==> src/rtl/plt_pkg.sv <==
package plt_pkg;
  localparam int PAGE_SHIFT = 12;
  localparam int CLASS_W    = 3;

  typedef enum logic [CLASS_W-1:0] {
    OPC_LOCKING  = 3'd0,
    OPC_ACCEPT   = 3'd1,
    OPC_PERM_MOD = 3'd2,
    OPC_TYPE_MOD = 3'd3,
    OPC_BUILD    = 3'd4,
    OPC_TRACK    = 3'd5,
    OPC_RSVD6    = 3'd6,
    OPC_RSVD7    = 3'd7
  } op_class_e;

  // classes that run alongside a locking operation without touching the table
  function automatic logic class_exempt(input logic [CLASS_W-1:0] c);
    return (c >= OPC_ACCEPT) && (c <= OPC_TRACK);
  endfunction
endpackage

==> src/rtl/plt_arb.sv <==
module plt_arb #(
  parameter int N  = 4,
  parameter int IW = (N > 1) ? $clog2(N) : 1
) (
  input  logic [N-1:0]  req,
  output logic [N-1:0]  gnt,
  output logic [IW-1:0] idx,
  output logic          any
);
  logic [N:0] seen;

  assign seen[0] = 1'b0;
  for (genvar i = 0; i < N; i++) begin : g_prio
    assign seen[i+1] = seen[i] | req[i];
    assign gnt[i]    = req[i] & ~seen[i];
  end
  assign any = seen[N];

  always_comb begin
    idx = '0;
    for (int i = N - 1; i >= 0; i--) begin
      if (gnt[i]) idx = IW'(i);
    end
  end
endmodule

==> src/rtl/plt_cam.sv <==
module plt_cam #(
  parameter int NE = 8,
  parameter int TW = 20
) (
  input  logic [NE-1:0]    valid,
  input  logic [NE*TW-1:0] tags,
  input  logic [TW-1:0]    key,
  output logic [NE-1:0]    hit
);
  for (genvar i = 0; i < NE; i++) begin : g_cmp
    assign hit[i] = valid[i] && (tags[i*TW +: TW] == key);
  end
endmodule

==> src/rtl/plt_free.sv <==
module plt_free #(
  parameter int NE = 8,
  parameter int IW = (NE > 1) ? $clog2(NE) : 1
) (
  input  logic [NE-1:0] used,
  output logic [IW-1:0] first_idx,
  output logic [IW-1:0] second_idx,
  output logic          have_first,
  output logic          have_second
);
  always_comb begin
    int n;
    n          = 0;
    first_idx  = '0;
    second_idx = '0;
    for (int i = 0; i < NE; i++) begin
      if (!used[i]) begin
        if (n == 0) first_idx = IW'(i);
        else if (n == 1) second_idx = IW'(i);
        if (n < 2) n = n + 1;
      end
    end
    have_first  = (n >= 1);
    have_second = (n >= 2);
  end
endmodule

==> src/rtl/plt_tracker.sv <==
module plt_tracker
  import plt_pkg::*;
#(
  parameter int NUM_THREADS = 4,
  parameter int NUM_ENTRIES = 8,
  parameter int ADDR_W      = 32,
  parameter int CNT_W       = 3,
  localparam int TID_W      = (NUM_THREADS > 1) ? $clog2(NUM_THREADS) : 1
) (
  input  logic                          clk,
  input  logic                          rst_n,
  input  logic [NUM_THREADS-1:0]        req_valid,
  output logic [NUM_THREADS-1:0]        req_ready,
  input  logic [NUM_THREADS*ADDR_W-1:0] req_tgt_addr,
  input  logic [NUM_THREADS*ADDR_W-1:0] req_ctl_addr,
  input  logic [NUM_THREADS*3-1:0]      req_class,
  input  logic                          rel_valid,
  input  logic [TID_W-1:0]              rel_tid,
  input  logic [ADDR_W-1:0]             rel_tgt_addr,
  input  logic [ADDR_W-1:0]             rel_ctl_addr,
  output logic                          resp_valid,
  output logic [TID_W-1:0]              resp_tid,
  output logic                          resp_grant,
  output logic                          resp_conflict
);
  localparam int NE    = NUM_ENTRIES;
  localparam int IDX_W = (NE > 1) ? $clog2(NE) : 1;
  localparam int TAG_W = ADDR_W - PAGE_SHIFT;
  localparam logic [CNT_W-1:0] CNT_MAX = {CNT_W{1'b1}};
  localparam logic [CNT_W-1:0] CNT_ONE = CNT_W'(1);

  // ---------------- lock table storage ----------------
  logic [NE-1:0]    ent_v;
  logic [NE-1:0]    ent_x;
  logic [TAG_W-1:0] ent_tag [NE];
  logic [CNT_W-1:0] ent_cnt [NE];
  logic [TID_W-1:0] ent_own [NE];
  logic [NE*TAG_W-1:0] tag_flat;
  logic [NE-1:0]    own_match;

  for (genvar i = 0; i < NE; i++) begin : g_flat
    assign tag_flat[i*TAG_W +: TAG_W] = ent_tag[i];
    assign own_match[i]               = (ent_own[i] == rel_tid);
  end

  function automatic logic [IDX_W-1:0] enc_idx(input logic [NE-1:0] v);
    enc_idx = '0;
    for (int i = 0; i < NE; i++) begin
      if (v[i]) enc_idx = IDX_W'(i);
    end
  endfunction

  // ---------------- request arbitration ----------------
  logic [NUM_THREADS-1:0] arb_req;
  logic [TID_W-1:0]       sel_tid;
  logic                   acc;

  assign arb_req = req_valid & {NUM_THREADS{~rel_valid}};

  plt_arb #(.N(NUM_THREADS), .IW(TID_W)) u_arb (
    .req (arb_req),
    .gnt (req_ready),
    .idx (sel_tid),
    .any (acc)
  );

  logic [TAG_W-1:0]   sel_tgt_tag;
  logic [TAG_W-1:0]   sel_ctl_tag;
  logic [CLASS_W-1:0] sel_cls;

  assign sel_tgt_tag = req_tgt_addr[int'(sel_tid)*ADDR_W + PAGE_SHIFT +: TAG_W];
  assign sel_ctl_tag = req_ctl_addr[int'(sel_tid)*ADDR_W + PAGE_SHIFT +: TAG_W];
  assign sel_cls     = req_class[int'(sel_tid)*CLASS_W +: CLASS_W];

  // page offsets never take part in matching
  logic unused_offsets;
  assign unused_offsets = ^{req_tgt_addr, req_ctl_addr,
                            rel_tgt_addr[PAGE_SHIFT-1:0], rel_ctl_addr[PAGE_SHIFT-1:0]};

  // ---------------- lookups ----------------
  logic [NE-1:0] hit_t, hit_c, hit_rt, hit_rc;

  plt_cam #(.NE(NE), .TW(TAG_W)) u_cam_tgt (
    .valid(ent_v), .tags(tag_flat), .key(sel_tgt_tag), .hit(hit_t));
  plt_cam #(.NE(NE), .TW(TAG_W)) u_cam_ctl (
    .valid(ent_v), .tags(tag_flat), .key(sel_ctl_tag), .hit(hit_c));
  plt_cam #(.NE(NE), .TW(TAG_W)) u_cam_rel_tgt (
    .valid(ent_v), .tags(tag_flat), .key(rel_tgt_addr[ADDR_W-1:PAGE_SHIFT]), .hit(hit_rt));
  plt_cam #(.NE(NE), .TW(TAG_W)) u_cam_rel_ctl (
    .valid(ent_v), .tags(tag_flat), .key(rel_ctl_addr[ADDR_W-1:PAGE_SHIFT]), .hit(hit_rc));

  logic [IDX_W-1:0] f0_idx, f1_idx;
  logic             have_f0, have_f1;

  plt_free #(.NE(NE), .IW(IDX_W)) u_free (
    .used        (ent_v),
    .first_idx   (f0_idx),
    .second_idx  (f1_idx),
    .have_first  (have_f0),
    .have_second (have_f1)
  );

  // ---------------- stage 1: target page, exclusive ----------------
  logic tgt_busy, tgt_ok, tgt_take;
  logic exempt;

  assign exempt   = class_exempt(sel_cls);
  assign tgt_busy = |hit_t;
  assign tgt_ok   = !tgt_busy && have_f0;
  assign tgt_take = acc && !exempt && tgt_ok;

  // ---------------- stage 2: control page, shared ----------------
  logic [NE-1:0]    sh_vec;
  logic [IDX_W-1:0] sh_idx;
  logic             ctl_excl, ctl_sh, sh_full, same_pg, ctl_ok;
  logic             tgt_undo, tgt_commit, grant_c;

  assign sh_vec   = hit_c & ~ent_x;
  assign sh_idx   = enc_idx(sh_vec);
  assign ctl_sh   = |sh_vec;
  assign ctl_excl = |(hit_c & ent_x);
  assign sh_full  = (ent_cnt[sh_idx] == CNT_MAX);
  assign same_pg  = (sel_tgt_tag == sel_ctl_tag);
  assign ctl_ok   = tgt_ok && !same_pg && !ctl_excl && (ctl_sh ? !sh_full : have_f1);

  // a target hold won in stage 1 is dropped in the same cycle when stage 2 fails
  assign tgt_undo   = tgt_take && !ctl_ok;
  assign tgt_commit = tgt_take && !tgt_undo;
  assign grant_c    = exempt || ctl_ok;

  // ---------------- release decode ----------------
  logic [NE-1:0]    rx_vec, rc_vec;
  logic [IDX_W-1:0] rx_idx, rc_idx;
  logic             rel_do, rc_hit;

  assign rx_vec = hit_rt & ent_x & own_match;
  assign rx_idx = enc_idx(rx_vec);
  assign rel_do = rel_valid && (|rx_vec);
  assign rc_vec = hit_rc & ~ent_x;
  assign rc_idx = enc_idx(rc_vec);
  assign rc_hit = |rc_vec;

  // ---------------- state update ----------------
  always_ff @(posedge clk) begin
    if (!rst_n) begin
      ent_v         <= '0;
      ent_x         <= '0;
      for (int i = 0; i < NE; i++) begin
        ent_tag[i] <= '0;
        ent_cnt[i] <= '0;
        ent_own[i] <= '0;
      end
      resp_valid    <= 1'b0;
      resp_tid      <= '0;
      resp_grant    <= 1'b0;
      resp_conflict <= 1'b0;
    end else begin
      resp_valid    <= acc;
      resp_tid      <= sel_tid;
      resp_grant    <= acc && grant_c;
      resp_conflict <= acc && !grant_c;

      if (tgt_commit) begin
        ent_v[f0_idx]   <= 1'b1;
        ent_x[f0_idx]   <= 1'b1;
        ent_tag[f0_idx] <= sel_tgt_tag;
        ent_cnt[f0_idx] <= CNT_ONE;
        ent_own[f0_idx] <= sel_tid;
        if (ctl_sh) begin
          ent_cnt[sh_idx] <= ent_cnt[sh_idx] + CNT_ONE;
        end else begin
          ent_v[f1_idx]   <= 1'b1;
          ent_x[f1_idx]   <= 1'b0;
          ent_tag[f1_idx] <= sel_ctl_tag;
          ent_cnt[f1_idx] <= CNT_ONE;
          ent_own[f1_idx] <= sel_tid;
        end
      end

      if (rel_do) begin
        ent_v[rx_idx]   <= 1'b0;
        ent_x[rx_idx]   <= 1'b0;
        ent_cnt[rx_idx] <= '0;
        if (rc_hit) begin
          if (ent_cnt[rc_idx] == CNT_ONE) begin
            ent_v[rc_idx]   <= 1'b0;
            ent_cnt[rc_idx] <= '0;
          end else begin
            ent_cnt[rc_idx] <= ent_cnt[rc_idx] - CNT_ONE;
          end
        end
      end
    end
  end

  // ---------------- assertions ----------------
  AST_TAG_UNIQUE: assert property (@(posedge clk) disable iff (!rst_n)
    $onehot0(hit_t));

  AST_READY_FROM_VALID: assert property (@(posedge clk) disable iff (!rst_n)
    (req_ready & ~req_valid) == '0);

  AST_READY_LOWEST: assert property (@(posedge clk) disable iff (!rst_n)
    (|req_ready) |-> (((req_ready - 1'b1) & req_valid) == '0));

  AST_RELEASE_HOLDOFF: assert property (@(posedge clk) disable iff (!rst_n)
    rel_valid |-> (req_ready == '0));

  AST_RESP_FOLLOWS: assert property (@(posedge clk) disable iff (!rst_n)
    (|req_ready) |=> (resp_valid && (resp_grant != resp_conflict)));

  AST_RESP_ONLY_AFTER_ACC: assert property (@(posedge clk) disable iff (!rst_n)
    !resp_valid |-> (!resp_grant && !resp_conflict));

  AST_NO_PARTIAL: assert property (@(posedge clk) disable iff (!rst_n)
    (resp_valid && resp_conflict) |-> (ent_v == $past(ent_v)));

  AST_EXEMPT_KEEPS: assert property (@(posedge clk) disable iff (!rst_n)
    (acc && exempt) |=> (ent_v == $past(ent_v)));

  for (genvar i = 0; i < NE; i++) begin : g_ent_chk
    AST_EXCL_SINGLE: assert property (@(posedge clk) disable iff (!rst_n)
      (ent_v[i] && ent_x[i]) |-> (ent_cnt[i] == CNT_ONE));
    AST_SHARE_NONZERO: assert property (@(posedge clk) disable iff (!rst_n)
      (ent_v[i] && !ent_x[i]) |-> (ent_cnt[i] != '0));
  end
endmodule

==> config.mk <==
export PLATFORM = sky130hd
export DESIGN_NAME = plt_tracker
export DESIGN_NICKNAME = d
export VERILOG_FILES = /design/src/rtl/plt_pkg.sv /design/src/rtl/plt_arb.sv /design/src/rtl/plt_cam.sv /design/src/rtl/plt_free.sv /design/src/rtl/plt_tracker.sv
export SDC_FILE = /design/constraint.sdc
export NUM_CORES = 2
export LEC_CHECK = 0
export CAP_MARGIN = 20
export CORE_ASPECT_RATIO = 1.5
export CORE_MARGIN = 4
export CORE_UTILIZATION = 57
export DETAILED_ROUTE_END_ITERATION = 8
export PLACE_DENSITY_LB_ADDON = 0.2
export RECOVER_POWER = 25
export SYNTH_ARGS = -nofsm -noshare
export SYNTH_HDL_FRONTEND = slang
export SYNTH_SLANG_ARGS = --single-unit
==> constraint.sdc <==
create_clock -name clk -period 9.9 [get_ports clk]
set_input_delay 1.98 -clock clk [delete_from_list [all_inputs] [get_ports clk]]
set_output_delay 1.98 -clock clk [all_outputs]
set_load 0.01 [all_outputs]
==> results of run 1 <==
==> cell families after synthesis <==
kind of cell | after synthesis
buffers and inverters | 305
DFF | 221
muxes | 32
and+or+nand+nor | 1202
xor gates and xnor gates | 563
AOI/OAI and AO/OA | 609
adders and majority gates | 23
==> synthesized netlist by cell type (21+ instances only) <==
master    instances  area (sq um)
xnor2_1         370          3240
edfxtp_1        200          6010
nand2_1         200           751
xor2_1          193          1690
nor2_1          141           529
nand3_1         133           666
nand4_1         129           807
o21ai_0         123           616
clkbuf_1        119           447
nor4_1          108           676
o22ai_1          95           594
inv_1            85           319
nor3_1           83           415
a21oi_1          79           395
buf_2            54           270
nor2b_1          53           332
nor3b_1          43           323
or4_1            43           323
nand4b_1         33           289
or3_1            33           206
nand2b_1         30           188
o21a_1           29           218
buf_4            25           188
ha_1             23           288
a211oi_1         22           165
dfxtp_1          21           420
o211a_1          21           210
==> layer usage <==
layer	global-route usage, %	GRT overflow
met4	65.9	119
met1	72.0	1
met2	85.6	164
met5	24.1	1
met3	57.3	11
==> stage by stage <==
step	cells	utilization (%)	instance area [sq um]	hold WS [ns]	worst slack, ns
2_1_floorplan	2955	-	24800	0.474	2.42
3_3_place_gp	3693	65.1	28000	0.548	0.902
3_5_place_dp	3694	65.1	28000	0.564	0.753
4_1_cts	3729	66.6	28700	0.581	1.31
==> flow_summary.yaml, run 1 <==
clock_network:
  postCtsSetupRepairBufs: 0
  clk_path_buf_depth: 3
  htree_levels: 1
  cts_resized: 0
  root_buffer: "clkbuf_16"
  postCtsHoldBufs: 0
  cts.sinks: 221
  cts_made_buffers: 21
status:
  stop_error: "[ERROR GRT-0116] Global routing finished with congestion. Check the congestion regions in the DRC Viewer."
  haltStage: "global routing"
  status: "did not finish"
place:
  place_congestion: 1.37
  hpwl_um: 114000
  io_buffers: 229
global_route:
  grt_first_pass_wirelength_um: 247000
  grt_max_degree: 50
  grt_pass1_vias: 30605
  grt.overflow.total: 296
  track_usage_pct: 70.7
synthesis:
  synth_area_sq_um: 24800
  synthAdderAreaFrac_pct: 1.16
  yosysWarnings: 0
  synthMuxAreaShare_pct: 1.42
  synthArstFlopShare_pct: 0
  yosys.area_share.simple_pct: 28.4
  synth_edf_count: 200
  syn_inst: 2955
  synthDistinctLibCells: 119
  synth_top_family_by_area: "simple AND/OR/NAND/NOR gates"
  synthXorXnorAreaFrac_pct: 19.9
  ys_seq_area_share_pct: 25.9
  synth_flop_cell: "edfxtp_1"
  ys_ff_latch: 221
  syn_nets: 3319
  postSynthAreaPerCell_sq_um: 8.40
  synth_compound_area_share_pct: 17.5
floorplan:
  start_util_pct: 57.7
  num_io_pins: 350
  rows: 93
  die_h_um: 264
  die_x_um: 178
==> inputs of run 2 (changes only) <==
Settings changed: CORE_ASPECT_RATIO 1.5 to not set, CORE_UTILIZATION 57 to 40, PLACE_DENSITY_LB_ADDON 0.2 to 0.15.
==> run 2 against run 1 <==
Compared with the run above:
- the run now ends clean
- synthesized cell count unchanged
- synthesized area stayed put
==> flow_summary.yaml, run 2 <==
global_route:
  grt_max_degree: 69
  grt_antenna_before_repair: 11
  grt.overflow.total: 0
  grt_first_pass_wirelength_um: 212000
  grt_pass1_vias: 26668
  track_usage_pct: 45.3
clock_network:
  path_clk_slew_ns: 0.07
  clk_path_buf_depth: 3
  postCtsSetupRepairBufs: 0
  postCtsHoldBufs: 0
  root_buffer: "clkbuf_16"
  htree_levels: 1
  cts_resized: 0
  cts_made_buffers: 27
  cts_tree: "built"
  clk_latency_ns: 0.58
  cts.sinks: 221
layout:
  fin_area_sq_um: 29500
  final_common_cell: "xnor2_1"
  final_cell_mix: "xnor2_1, clkdlybuf4s50_1, nand2_1, edfxtp_1, xor2_1"
  top_register: "ent_tag"
  fillCellCount: 6021
  drive_gt1_share_pct: 11.2
  largest_reg_flops: 160
  top_regs: "ent_tag (160), ent_cnt (24), ent_own (16)"
  final_nets: 3552
  multiInputGateArea_sq_um: 17000
  areaGrowthSynthToFinish_pct: 18.7
  finalNonFillerCells: 4049
  regArea_sq_um: 6430
timing:
  tns_ns: 0
  finalCriticalPeriod_ns: 9.33
  max_freq_mhz: 107
  slew_headroom_pct: 9.42
  finalSetupViolCount: 0
  fin_skew_ns: 0.0160
  drv_slew: 0
  setup_slack_ns: 0.571
  hold_viol_final: 0
  worst_pin_slew_ns: 1.35
  fin_crit_sh_pct: 94.2
  rsz0062_at_grt: "no"
run:
  maxCapViolCount: 0
worst_setup_path:
  crit_type: "in -> reg"
  crit_path_start_kind: "primary input"
  end_kind: "flop"
  cpMaxStageDelayCell: "o311a_1"
  cp_data_required_time_ns: 10.32
  r2r_start: "ent_v[0]"
  cp_common_cell: "nand2_1"
  path_max_fanout: 38
  r2r_slack_ns: 1.46
  crit_arrival_ns: 9.75
  max_stage_delay_ns: 0.72
  ff2ff_path_depth: 31
  worstReg2RegEnd: "ent_cnt[5][1]"
place:
  io_buffers: 229
  dp.cells: 3992
  post-place-ws_ns: 0.820
  hpwl_um: 123000
  placed_area_sq_um: 28700
  place_congestion: 1.10
routing:
  wire_per_inst_um: 38.9
  viasPerCell: 7.10
  drtIter0Drc: 4888
  drt_first_pass_iters: 9
  drcViolationCount: 0
  vias: 28738
  wirelength_um: 158000
  ant_nets: 0
power_and_ir_drop:
  power_leakage_nw: 10.0
  p_per_area_nw_per_um2: 120
  vdd_ir_drop_max_mv: 0.136
  power_mw: 3.54
synthesis:
  synthArstFlopShare_pct: 0
  yosysTopAreaCellShare_pct: 24.2
  synthDistinctLibCells: 119
  synth_area_sq_um: 24800
  syn_nets: 3319
  synth_flop_cell: "edfxtp_1"
  syn_inst: 2955
  synthTopCellsByArea: "edfxtp_1, xnor2_1, xor2_1"
  yosysWarnings: 0
  yosysMostFrequentCell: "xnor2_1"
  ys_ff_latch: 221
  yosys.area.top_type: "edfxtp_1"
  synthTopCellsByCount: "xnor2_1, edfxtp_1, nand2_1"
  postSynthAreaPerCell_sq_um: 8.40
  synth_edf_count: 200
  ys_seq_area_share_pct: 25.9
floorplan:
  core_sq_um: 61600
  die_h_um: 257
  start_util_pct: 40.3
  dieArea_sq_um: 66100
  rows: 91
  num_io_pins: 350
  die_x_um: 257
hold_path:
  min_path_cells: 1
  whs_endpoint: "ent_x[4]"
  hold_path_class: "reg -> reg"
  hp-start: "ent_x[4]"
status:
  status: "complete, no violations"
-- run 2: cell counts after synthesis --
No cell type changed its count.
-- run 2: critical path: cells and delay by family --
kind | cells | cell delay [ns]
buffers and inverters | 7 | 2.35
AOI/OAI and AO/OA | 4 | 1.41
muxes | 3 | 0.52
and+or+nand+nor | 11 | 2.95
adders and majority gates | 2 | 0.45
-- run 2: where the power goes --
group	internal, mW	switching (mW)	total, mW	leakage (nW)
registers	1.08	0.155	1.23	2.25
clock network	0.576	0.445	1.02	0.419
logic	0.468	0.821	1.29	7.33
total	2.12	1.42	3.54	10.0
-- run 2: metrics by stage --
stage	hold slack [ns]	utilization, %
CTS	0.563	47.9
finish	0.567	47.9
floorplan	0.474	-
detailed placement	0.549	46.6
global route	0.591	47.8
global placement	0.542	46.5
-- run 2: per-layer routing --
| metal | vias up | global-route usage [%] | share of wire [%] |
|---|---|---|---|
| met2 | 2633 | 64.9 | 40 |
| met1 | 13834 | 58.1 | 37 |
| met5 | - | 0 | 0.074 |
| li1 | 11549 | - | - |
| met4 | 15 | 26.5 | 7.9 |
| met3 | 707 | 17.2 | 15 |
-- run 2: worst max path at each step --
| stage | end | cells after the start | slack (ns) | start |
|---|---|---|---|---|
| final | ent_tag[1][15] | 27 | 0.57 | req_valid[0] |
| after global routing | ent_tag[1][2] | 25 | 0.48 | req_valid[0] |
| after CTS | ent_tag[0][18] | 26 | 1.32 | req_valid[0] |
| after detailed placement | ent_cnt[5][0] | 26 | 0.82 | req_valid[0] |
| after global placement | ent_tag[5][16] | 25 | 0.90 | req_valid[0] |
| after floorplan | ent_own[0][0] | 24 | 2.42 | req_valid[0] |
-- run 2: layout make-up --
cell class / instances / area share, %
Clock inverter: 18 / 0.581
Multi-Input combinational cell: 2429 / 57.6
Tap cell: 837 / 3.55
Timing Repair Buffer: 422 / 13.0
Inverter: 87 / 1.11
Clock buffer: 30 / 2.33
Sequential cell: 221 / 21.8
Antenna cell: 5 / 0.0424
-- run 2: cell families after synthesis --
group / synth area share, %
AND/OR/NAND/NOR: 28.4
flip-flops: 25.9
AO/OA/AOI/OAI: 17.5
multiplexers: 1.42
XOR/XNOR: 19.9
adder cells (fa/ha/maj): 1.16
buffers and inverters: 5.79
Power figures use the tool's default switching activity.
